`src/rtl/qcif_ntsc_line_seq.sv`:
```
module qcif_ntsc_line_seq #(
  parameter int LINE_W = 9
) (
  input  logic              clk,
  input  logic              rst_n,
  input  logic              line_stb,
  input  logic              field_stb,
  input  logic              field_odd,
  output logic [LINE_W-1:0] luma_line,
  output logic [LINE_W-1:0] chroma_line,
  output logic [3:0]        luma_cset,
  output logic [4:0]        chroma_cset,
  output logic              group_done
);
  localparam logic [3:0] LAST_PHASE  = 4'd9;
  localparam logic [3:0] HALF_GROUP  = 4'd5;
  localparam int         LUMA_STEP   = 6;
  localparam int         CHROMA_STEP = 3;
  localparam logic [3:0] LUMA_ODD    = 4'd5;
  localparam logic [4:0] CHROMA_ODD  = 5'd10;

  logic [3:0]        phase;
  logic [LINE_W-1:0] lbase, cbase;
  logic              par;
  logic              half;
  logic [3:0]        sub;
  logic [2:0]        luma_off, chroma_off;
  logic              wrap;

  assign wrap = line_stb && !field_stb && (phase == LAST_PHASE);

  always_ff @(posedge clk or negedge rst_n) begin
    if (!rst_n) begin
      phase      <= '0;
      lbase      <= '0;
      cbase      <= '0;
      par        <= 1'b0;
      group_done <= 1'b0;
    end else if (field_stb) begin
      phase      <= '0;
      lbase      <= '0;
      cbase      <= '0;
      par        <= field_odd;
      group_done <= 1'b0;
    end else if (line_stb) begin
      group_done <= wrap;
      if (wrap) begin
        phase <= '0;
        lbase <= lbase + LINE_W'(LUMA_STEP);
        cbase <= cbase + LINE_W'(CHROMA_STEP);
      end else begin
        phase <= phase + 4'd1;
      end
    end else begin
      group_done <= 1'b0;
    end
  end

  assign half = (phase >= HALF_GROUP);
  assign sub  = half ? (phase - HALF_GROUP) : phase;

  always_comb begin
    if (sub == 4'd0)      luma_off = 3'd0;
    else if (sub < 4'd3)  luma_off = 3'd1;
    else                  luma_off = 3'd2;
    if (half) luma_off = luma_off + 3'd3;
    if (phase < 4'd3)      chroma_off = 3'd0;
    else if (phase < 4'd7) chroma_off = 3'd1;
    else                   chroma_off = 3'd2;
  end

  assign luma_line   = lbase + LINE_W'(luma_off);
  assign chroma_line = cbase + LINE_W'(chroma_off);
  assign luma_cset   = sub + (par ? LUMA_ODD : 4'd0);
  assign chroma_cset = {1'b0, phase} + (par ? CHROMA_ODD : 5'd0);

  AST_PHASE_RANGE: assert property (@(posedge clk) disable iff (!rst_n)
    phase <= LAST_PHASE);
  AST_LUMA_SET_RANGE: assert property (@(posedge clk) disable iff (!rst_n)
    luma_cset <= 4'd9);
  AST_CHROMA_SET_RANGE: assert property (@(posedge clk) disable iff (!rst_n)
    chroma_cset <= 5'd19);
  AST_DONE_AT_GROUP_START: assert property (@(posedge clk) disable iff (!rst_n)
    group_done |-> (chroma_cset == (par ? 5'd10 : 5'd0)));
  AST_DONE_ONE_CYCLE: assert property (@(posedge clk) disable iff (!rst_n)
    group_done |=> !group_done || $past(line_stb));
  AST_FIELD_RESTART: assert property (@(posedge clk) disable iff (!rst_n)
    field_stb |=> (luma_line == '0) && (chroma_line == '0) && !group_done);
  AST_IDLE_HOLD: assert property (@(posedge clk) disable iff (!rst_n)
    (!line_stb && !field_stb) |=> $stable(luma_line) && $stable(chroma_line)
      && $stable(luma_cset) && $stable(chroma_cset));
endmodule

```
`config.mk`:
```
export PLATFORM = sky130hd
export DESIGN_NAME = qcif_ntsc_line_seq
export DESIGN_NICKNAME = d
export VERILOG_FILES = /design/src/rtl/qcif_ntsc_line_seq.sv
export SDC_FILE = /design/constraint.sdc
export NUM_CORES = 1
export LEC_CHECK = 0
export ABC_AREA = 1
export BUFFER_PORTS_ARGS = -buffer_cell sky130_fd_sc_hd__buf_2
export CAP_MARGIN = 40
export CORE_MARGIN = 2
export CORE_UTILIZATION = 35
export CTS_CLUSTER_SIZE = 12
export DETAILED_ROUTE_END_ITERATION = 16
export HOLD_SLACK_MARGIN = 0.1
export PLACE_DENSITY_LB_ADDON = 0.05
export RECOVER_POWER = 50
export SYNTH_ARGS = -nofsm -noshare
export SYNTH_HDL_FRONTEND = slang
export SYNTH_SLANG_ARGS = --single-unit
```
`constraint.sdc`:
```
create_clock -name clk -period 3.3 [get_ports clk]
set_input_delay 0.33 -clock clk [delete_from_list [all_inputs] [get_ports clk]]
set_output_delay 0.33 -clock clk [all_outputs]
set_load 0.01 [all_outputs]
```
==> flow_summary.json <==
{
  "status": "complete, no violations",
  "synth_fp_nets": 267,
  "place_inst": 345,
  "ys_seq_area_share_pct": 31.27,
  "worst_setup_path_end_kind": "primary output",
  "clock_path_buffers": 2,
  "synthToLayoutAreaGrowth_pct": 25.09,
  "cts.sinks": 23,
  "skew_ns": 0.006894,
  "fmax_ghz": 0.3169,
  "cap_violations": 0,
  "ios": 33,
  "layout.nets": 313,
  "dp_hpwl_um": 3155,
  "synth_edf_count": 0,
  "stdcell_count": 359,
  "num-fill-cells": 523,
  "portBuffers": 32,
  "rows": 26,
  "whs_ns": 0.2688,
  "fin_crit_sh_pct": 95.62,
  "ys_top_cells_by_count": "nand2_1 (53), inv_1 (37), dfrtp_1 (23)",
  "setup_viol": 0,
  "core-area_mm2": 0.005075,
  "min_path_type": "in -> reg",
  "synth_area_mm2": 0.001841,
  "cp_slowest_cell": "dfrtp_1",
  "drc": 0,
  "start_util_pct": 36.27,
  "finalCriticalPeriod_ns": 3.155,
  "slew_viol_final": 0,
  "tightest_slew_ns": 1.325,
  "hold_violations": 0,
  "grt_pass1_wl_um": 7107,
  "max-slew-margin-rel_pct": 11.65,
  "ys_types": 32,
  "drive_gt1_share_pct": 28.03,
  "firstDrtPassIters": 6,
  "async_flop_share_pct": 100.0,
  "crit_buf_inv": 4,
  "crit_required_ns": 2.97,
  "vias_per_cell": 4.557,
  "dp_slack_ns": -0.1251,
  "first_iter_violations": 42,
  "first_global_vias": 1551,
  "path_cells": "inv_4 -> ha_4 -> nand2_2 -> nand2_4 -> inv_1 -> nand2_1 -> nand2_2 -> nor2_4 -> nand2_2 -> inv_2 -> ha_4 -> o21ai_4 -> fa_2 -> nand2_2 -> a21oi_4 -> nand3_2 -> xor2_1 -> buf_2",
  "gr-usage-all-layers_pct": 14.97,
  "drt_wl_total_um": 4189,
  "wl_per_cell_um": 11.67,
  "grt_max_degree": 24,
  "route.vias.total": 1636,
  "cts_tree": "yes",
  "synth_top_area_cell": "dfrtp_1",
  "cp_max_fo": 5,
  "critPathTopFamily": "simple AND/OR/NAND/NOR gates",
  "p_per_area_mw_per_mm2": 408.9,
  "critPathMostFrequentCell": "nand2_2",
  "yosysWarnings": 0,
  "h-tree-depth": 1,
  "power_mw": 0.9413,
  "synth_flop_cell": "dfrtp_1",
  "cts.root.buffer_cell": "clkbuf_8",
  "fp.dieW_um": 76.52,
  "power.leakage_nw": 1.164,
  "clkSlewWorstSetupHoldPaths_ns": 0.09,
  "setup_slack_ns": 0.1445,
  "clk_latency_ns": 0.27,
  "antenna_left": 0,
  "final_util_pct": 45.36,
  "cts_buffers": 3,
  "gp_congestion": 0.7560,
  "worst_setup_path_start_kind": "flop",
  "grt_overflow": 0,
  "ys_ff_latch": 23,
  "setup.worst_path.class": "reg -> out",
  "antenna_found_initial": 0,
  "peakVddDrop_uv": 167.0,
  "synth_cells": 244,
  "dieArea_mm2": 0.005855,
  "slowest_delay_ns": 0.42,
  "die_h_um": 76.52,
  "netlist.area_leader.share_pct": 31.27,
  "synthTopCellsByArea": "dfrtp_1 (31%), ha_1 (11%), nand2_1 (11%), inv_1 (7.5%), xor2_1 (7.1%)",
  "avgSynthCellArea_um2": 7.543,
  "critical_path_arrival_ns": 2.83,
  "diodes": 0,
  "synth_most_common_cell": "nand2_1"
}
[report_power, final]
part | leakage, nW | switching (mW) | internal (mW) | total, mW
clock | 0.0228 | 0.0929 | 0.0863 | 0.179
combinational | 0.824 | 0.243 | 0.206 | 0.449
sequential | 0.317 | 0.0195 | 0.294 | 0.313
total | 1.16 | 0.356 | 0.586 | 0.941
[routing by layer]
metal	GRT usage (%)	wire length, um
met5	0	0
met2	23.63	1955
met3	2.251	144
met4	6.364	66
met1	20.38	2022
[worst min-delay path: stages]
cell     delay, ns
buf_2         0.08
nand2_1       0.04
nand2_1       0.05
[state kept, by name, summed over array words and instances, names as in the netlist]
signal      count
cbase           9
phase           4
lbase           8
par             1
group_done      1
[path summary, 6_finish.rpt]
path	startpoint	endpoint	slack, ns	cells past startpoint
setup / recovery	phase[1]$_DFFE_PN0P_	luma_line[6]	0.14	18
hold / removal	field_odd	par$_DFFE_PN0P_	0.27	3
setup reg to reg	phase[1]$_DFFE_PN0P_	lbase[6]$_DFFE_PN0P_	1.47	11
hold reg to reg	cbase[0]$_DFFE_PN0P_	cbase[0]$_DFFE_PN0P_	0.55	1
max in group asynchronous	rst_n	phase[2]$_DFFE_PN0P_	1.64	2
min in group asynchronous	rst_n	cbase[7]$_DFFE_PN0P_	0.87	2
[layout make-up]
type | instances | area, um2 | area share [%]
inverter | 42 | 160.2 | 6.957
sequential | 23 | 575.6 | 25.00
multi-input combinational | 175 | 1180 | 51.25
timing repair buffer | 45 | 254.0 | 11.03
tap | 70 | 87.58 | 3.804
clock buffer | 4 | 45.04 | 1.957
[layout by cell type, fill, tap and decap left out, drive strengths merged]
cell         instances
nand3               17
o22ai                4
a31o                 1
a31oi                1
a21oi               16
nor2                15
nand4                4
conb                 1
fa                   2
dlygate4sd3          1
nand2               58
buf                 39
nor3                 8
dfrtp               23
or2                  1
o21a                 2
o21ai               12
clkbuf               9
o211ai               1
xnor2                1
inv                 42
ha                  16
xor2                15
[stage by stage]
step / cell area (um2) / setup TNS (ns)
after floorplan: 1841 / 0
after global placement: 2076 / -0.06544
after detailed placement: 2076 / -0.2589
after CTS: 2211 / 0
after global routing: 2302 / -0.01206
final: 2302 / 0
[cells by family (layout without fill, tap and decap cells)]
family / after synthesis / in the layout / share of synthesized area [%]
XOR/XNOR: 16 / 16 / 7.614
flip-flops: 23 / 23 / 31.27
adder cells (fa/ha/maj): 18 / 18 / 13.05
buffers and inverters: 46 / 91 / 10.47
AO/OA/AOI/OAI: 37 / 37 / 11.63
other: 1 / 1 / 0.2037
AND/OR/NAND/NOR: 103 / 103 / 25.77
[what timing repair did]
action,4_1_cts,5_1_grt
endpoints found under the setup margin,7,6
buffers inserted,5,4
hold endpoints to repair,23,0
pin swaps,4,13
hold buffers,1,0
resized for setup,14,16
(Power assumes the default switching activity.)
